==> src/rtl/evt_match_pkg.sv <==
package evt_match_pkg;

   typedef enum logic [1:0] {
      CFG_POL   = 2'd0,
      CFG_CARE  = 2'd1,
      CFG_SELC  = 2'd2,
      CFG_NONE  = 2'd3
   } cfg_sel_e;

   function automatic int unsigned ceil_div(input int unsigned a, input int unsigned b);
      return (a + b - 1) / b;
   endfunction

endpackage

==> src/rtl/evt_pattern_regs.sv <==
module evt_pattern_regs
   import evt_match_pkg::*;
#(
   parameter int unsigned PIN_W = 32
) (
   input  logic             clk,
   input  logic             rst_n,
   input  logic             we,
   input  logic [1:0]       sel,
   input  logic [PIN_W-1:0] wdata,
   output logic [PIN_W-1:0] pol_q,
   output logic [PIN_W-1:0] care_q,
   output logic             selc_q
);

   if (PIN_W < 1) begin : g_bad_width
      $error("evt_pattern_regs: PIN_W must be at least 1");
   end

   logic wr_pol, wr_care, wr_selc;

   always_comb begin
      wr_pol  = we && (cfg_sel_e'(sel) == CFG_POL);
      wr_care = we && (cfg_sel_e'(sel) == CFG_CARE);
      wr_selc = we && (cfg_sel_e'(sel) == CFG_SELC);
   end

   always_ff @(posedge clk or negedge rst_n) begin
      if (!rst_n) begin
         pol_q  <= '0;
         care_q <= '0;
         selc_q <= 1'b0;
      end else begin
         if (wr_pol)  pol_q  <= wdata;
         if (wr_care) care_q <= wdata;
         if (wr_selc) selc_q <= wdata[0];
      end
   end

endmodule

==> src/rtl/evt_pin_compare.sv <==
module evt_pin_compare
   import evt_match_pkg::*;
#(
   parameter int unsigned PIN_W   = 32,
   parameter int unsigned GROUP_W = 8
) (
   input  logic [PIN_W-1:0] pins,
   input  logic [PIN_W-1:0] pol,
   input  logic [PIN_W-1:0] care,
   input  logic             dev_sel_n,
   input  logic             selc,
   output logic             eq_n
);

   localparam int unsigned NGRP  = ceil_div(PIN_W, GROUP_W);
   localparam int unsigned PAD_W = NGRP * GROUP_W;

   if (GROUP_W < 1 || GROUP_W > PIN_W) begin : g_bad_group
      $error("evt_pin_compare: GROUP_W must be within 1..PIN_W");
   end

   logic [PAD_W-1:0] term_ok;
   logic [NGRP-1:0]  grp_ok;
   logic             sel_ok;

   // per-pin term: ignored when care is 0, else level must equal polarity
   for (genvar i = 0; i < PAD_W; i++) begin : g_term
      if (i < PIN_W) begin : g_real
         assign term_ok[i] = !care[i] || (pins[i] == pol[i]);
      end else begin : g_pad
         assign term_ok[i] = 1'b1;
      end
   end

   // grouped reduction keeps the final AND narrow for wide pin sets
   for (genvar g = 0; g < NGRP; g++) begin : g_grp
      assign grp_ok[g] = &term_ok[g*GROUP_W +: GROUP_W];
   end

   assign sel_ok = !selc || !dev_sel_n;
   assign eq_n   = !(sel_ok && (&grp_ok));

endmodule

==> src/rtl/evt_strobe_sync.sv <==
module evt_strobe_sync #(
   parameter int unsigned SYNC_STAGES = 2
) (
   input  logic clk,
   input  logic rst_n,
   input  logic strb_n,
   output logic sample
);

   if (SYNC_STAGES < 2) begin : g_bad_stages
      $error("evt_strobe_sync: SYNC_STAGES must be at least 2");
   end

   logic [SYNC_STAGES-1:0] sync_q;
   logic                   prev_q;

   always_ff @(posedge clk or negedge rst_n) begin
      if (!rst_n) begin
         sync_q <= '1;
         prev_q <= 1'b1;
      end else begin
         sync_q <= {sync_q[SYNC_STAGES-2:0], strb_n};
         prev_q <= sync_q[SYNC_STAGES-1];
      end
   end

   // one pulse per high-to-low transition of the synchronised strobe
   assign sample = prev_q && !sync_q[SYNC_STAGES-1];

endmodule

==> src/rtl/evt_flag_latch.sv <==
module evt_flag_latch (
   input  logic clk,
   input  logic rst_n,
   input  logic sample,
   input  logic eq_n,
   input  logic rearm,
   output logic flag
);

   logic hit;
   assign hit = sample && !eq_n;

   always_ff @(posedge clk or negedge rst_n) begin
      if (!rst_n)     flag <= 1'b0;
      else if (rearm) flag <= 1'b0;
      else            flag <= flag || hit;
   end

endmodule

==> src/rtl/evt_match_latch.sv <==
module evt_match_latch
   import evt_match_pkg::*;
#(
   parameter int unsigned PIN_W       = 32,
   parameter int unsigned GROUP_W     = 8,
   parameter int unsigned SYNC_STAGES = 2
) (
   input  logic             clk,
   input  logic             rst_n,
   input  logic             cfg_we,
   input  logic [1:0]       cfg_sel,
   input  logic [PIN_W-1:0] cfg_wdata,
   input  logic [PIN_W-1:0] pins,
   input  logic             dev_sel_n,
   input  logic             cyc_strb_n,
   input  logic             rearm,
   output logic             cmp_eq_n,
   output logic             evt_flag
);

   logic [PIN_W-1:0] pol_q, care_q;
   logic             selc_q;
   logic             smp;

   evt_pattern_regs #(.PIN_W(PIN_W)) u_regs (
      .clk    (clk),
      .rst_n  (rst_n),
      .we     (cfg_we),
      .sel    (cfg_sel),
      .wdata  (cfg_wdata),
      .pol_q  (pol_q),
      .care_q (care_q),
      .selc_q (selc_q)
   );

   evt_pin_compare #(.PIN_W(PIN_W), .GROUP_W(GROUP_W)) u_cmp (
      .pins      (pins),
      .pol       (pol_q),
      .care      (care_q),
      .dev_sel_n (dev_sel_n),
      .selc      (selc_q),
      .eq_n      (cmp_eq_n)
   );

   evt_strobe_sync #(.SYNC_STAGES(SYNC_STAGES)) u_sync (
      .clk    (clk),
      .rst_n  (rst_n),
      .strb_n (cyc_strb_n),
      .sample (smp)
   );

   evt_flag_latch u_flag (
      .clk    (clk),
      .rst_n  (rst_n),
      .sample (smp),
      .eq_n   (cmp_eq_n),
      .rearm  (rearm),
      .flag   (evt_flag)
   );

endmodule

==> config.mk <==
export PLATFORM = sky130hd
export DESIGN_NAME = evt_match_latch
export DESIGN_NICKNAME = d
export VERILOG_FILES = /design/src/rtl/evt_match_pkg.sv /design/src/rtl/evt_pattern_regs.sv /design/src/rtl/evt_pin_compare.sv /design/src/rtl/evt_strobe_sync.sv /design/src/rtl/evt_flag_latch.sv /design/src/rtl/evt_match_latch.sv
export SDC_FILE = /design/constraint.sdc
export NUM_CORES = 1
export LEC_CHECK = 0
export CORE_UTILIZATION = 53
export DETAILED_ROUTE_END_ITERATION = 16
export PLACE_DENSITY_LB_ADDON = 0.1
export SLEW_MARGIN = 15
export SYNTH_ARGS = -nofsm -noshare
export SYNTH_HDL_FRONTEND = slang
export SYNTH_SLANG_ARGS = --single-unit
==> constraint.sdc <==
create_clock -name clk -period 2.8 [get_ports clk]
set_input_delay 0.28 -clock clk [delete_from_list [all_inputs] [get_ports clk]]
set_output_delay 0.28 -clock clk [all_outputs]
set_load 0.05 [all_outputs]
==> impl_metrics.ini <==
[run_status]
outcome = completed

[routing]
drt_iter0_drc = 56
wl_per_cell_um = 15.3
drc_errors = 0
ant_nets = 0
vias = 1909
drt_wl_total_um = 5540
firstDrtPassIters = 4
via_per_inst = 5.26

[floorplan]
die_h_um = 77.2
die_w_um = 77.2
ios = 74
rows = 27
coreArea_um2 = 5470
die-area_um2 = 5960
start_util = 0.548

[sta]
maxSlewHeadroom = 0.674
post-route-period-util = 0.773
fin_setup_tns_ps = 0
rsz0062_at_grt = no
finalHoldViolations = 0
fmax_mhz = 462
fin_crit_ps = 2160
worst-slew-pin-transition_ps = 487
hold_ws_ps = 323
setup_ws_ps = 637
clock_skew_ps = 4.32
drv_slew = 0
setup_viol = 0

[synthesis]
syn_nets = 276
syn-cell-area_um2 = 3000
yosys_warnings = 0
yosys-top-cells-area = dfrtp_1 55%, mux2_1 12%, mux2_2 12%, xor2_1 9.3%, a22oi_1 3.5%
avgSynthCellArea_um2 = 14.7
ys_seq_elements = 69
syn_inst = 204
synth_cell_types = 19
netlist.area_leader.share = 0.551
ys_seq_area_frac = 0.577
yosysTopAreaCell = dfrtp_1

[global_route]
grt_use_total = 0.214
grt-ovfl-total = 0
grt_pass1_wl_um = 9650
grt_pass1_vias = 2045
antenna_found_initial = 0
grt_start_max_net_pins = 36

[cells_and_area]
final_nets = 360
postLayoutCellArea_um2 = 4000
drive_gt1_frac = 0.192
final_common_cell = clkdlybuf4s50_1
diodes = 0
fillCellCount = 395
syn_to_final_growth_pct = 33.4
final_cell_mix = 71 x clkdlybuf4s50_1, 66 x dfrtp_1, 33 x mux2_1

[worst_setup_path]
required_ps = 2520
endpoint_kind = primary output
critPathBufInv = 1
slowest_delay_ps = 390
crit_family = simple AND/OR/NAND/NOR gates
cp_common_cell = nand4_1
arrival_ps = 1880
crit_type = flip-flop to primary output
startpoint_type = flip-flop
crit_chain = xor2_1 -> a22oi_1 -> nand4_1 -> nor4_1 -> nand4_1 -> buf_4
crit_fanout = 2
cpMaxStageDelayCell = dfrtp_1

[clock_network]
clockBufferDepth = 2
cts_setup_buffers = 0
cts_sinks = 69
ctsHtreeMaxLevel = 3
cts-buffers-inserted = 9
clock-root-buffer = clkbuf_8
cts_tree = done
path_clk_slew_ps = 70
post_cts_resize_count = 0
insertion_delay_ps = 340

[pwr]
peakVddDrop_v = 0.000435
p_leak_nw = 1.69
power_density_nw_per_um2 = 614

[worst_hold_path]
hp-class = input pin to async pin

[placement]
pre_cts_slack_ps = 678
hpwlAfterDp_um = 4020
placed_cell_area_um2 = 3820
gp_congestion = 0.714
io_buffers = 73

[run]
cap_violations = 0
[kinds of logic after synthesis]
kind of cell | after synthesis | synth area share
simple gates | 15 | 0.0326
compound gates | 17 | 0.0426
xor+xnor | 32 | 0.0935
mux | 65 | 0.244
buf+inv | 6 | 0.0100
flops | 69 | 0.577
[synthesized netlist by cell type]
library cell,instances
a221oi_1,1
a22oi_1,14
xor2_1,32
and4_1,1
nand4_1,3
nor3b_1,1
o21ai_1,1
nand3b_1,2
or4_1,1
dfstp_2,3
dfrtp_1,66
buf_2,6
nor4_1,1
mux2_2,32
nand2_1,4
nor3b_2,1
a22o_1,1
nand2b_1,1
mux2_1,33
[metrics by stage]
| stage | power (mW) | utilization | cells |
|---|---|---|---|
| after global placement | 1.76 | 0.699 | 348 |
| after detailed placement | 1.78 | 0.699 | 348 |
| after global routing | 2.58 | 0.731 | 363 |
| after CTS | 2.48 | 0.731 | 363 |
| final | 2.45 | 0.731 | 363 |
| after floorplan | 1.57 | - | 204 |
[state kept, by name, summed over array words and instances, names as in the netlist]
register       cells
u_regs.pol_q      32
u_sync.sync_q      2
u_sync.prev_q      1
u_flag.flag        1
u_regs.care_q     32
u_regs.selc_q      1
[where the power goes]
| group | switching, mW | total [mW] | internal (mW) |
|---|---|---|---|
| Combinational | 0.176 | 0.473 | 0.298 |
| Sequential | 0.103 | 1.28 | 1.18 |
| Clock | 0.341 | 0.699 | 0.357 |
| Total | 0.620 | 2.45 | 1.83 |
[final timing paths]
check	from	to	slack, ps	cells past startpoint
max in group asynchronous	rst_n	u_sync.sync_q[0]	1750	3
min in group clk	u_sync.sync_q[0]	u_sync.sync_q[1]	360	0
min reg2reg	u_sync.sync_q[0]	u_sync.sync_q[1]	360	0
max reg2reg	u_regs.pol_q[14]	u_flag.flag	1190	5
max	u_regs.pol_q[12]	cmp_eq_n	640	6
min	rst_n	u_regs.pol_q[23]	320	2
[routing by layer]
metal,wire [um],track usage
met5,0,0
met4,137,0.109
met3,280,0.0464
met2,2600,0.327
met1,2520,0.287
[final cells by class]
type | count | area (um^2) | share of cell area
clock inverter | 2 | 10.0 | 0.00250
multi-input combinational | 129 | 1240 | 0.311
tap | 72 | 90.1 | 0.0225
sequential | 69 | 1730 | 0.433
clock buffer | 12 | 155 | 0.0388
timing repair buffer | 79 | 771 | 0.193
[worst reg2reg max path: cells and delay by family (launching register included)]
family	cells	cell delay [ps]
xor+xnor	1	160
simple gates	2	670
flops	1	380
compound gates	2	330
[what timing repair did]
| action | in CTS | in global routing |
|---|---|---|
| endpoints found under the setup margin | 0 | 0 |
| hold buffers | 1 | 0 |
| endpoints found under the hold margin | 8 | 0 |
(Power assumes the default switching activity.)
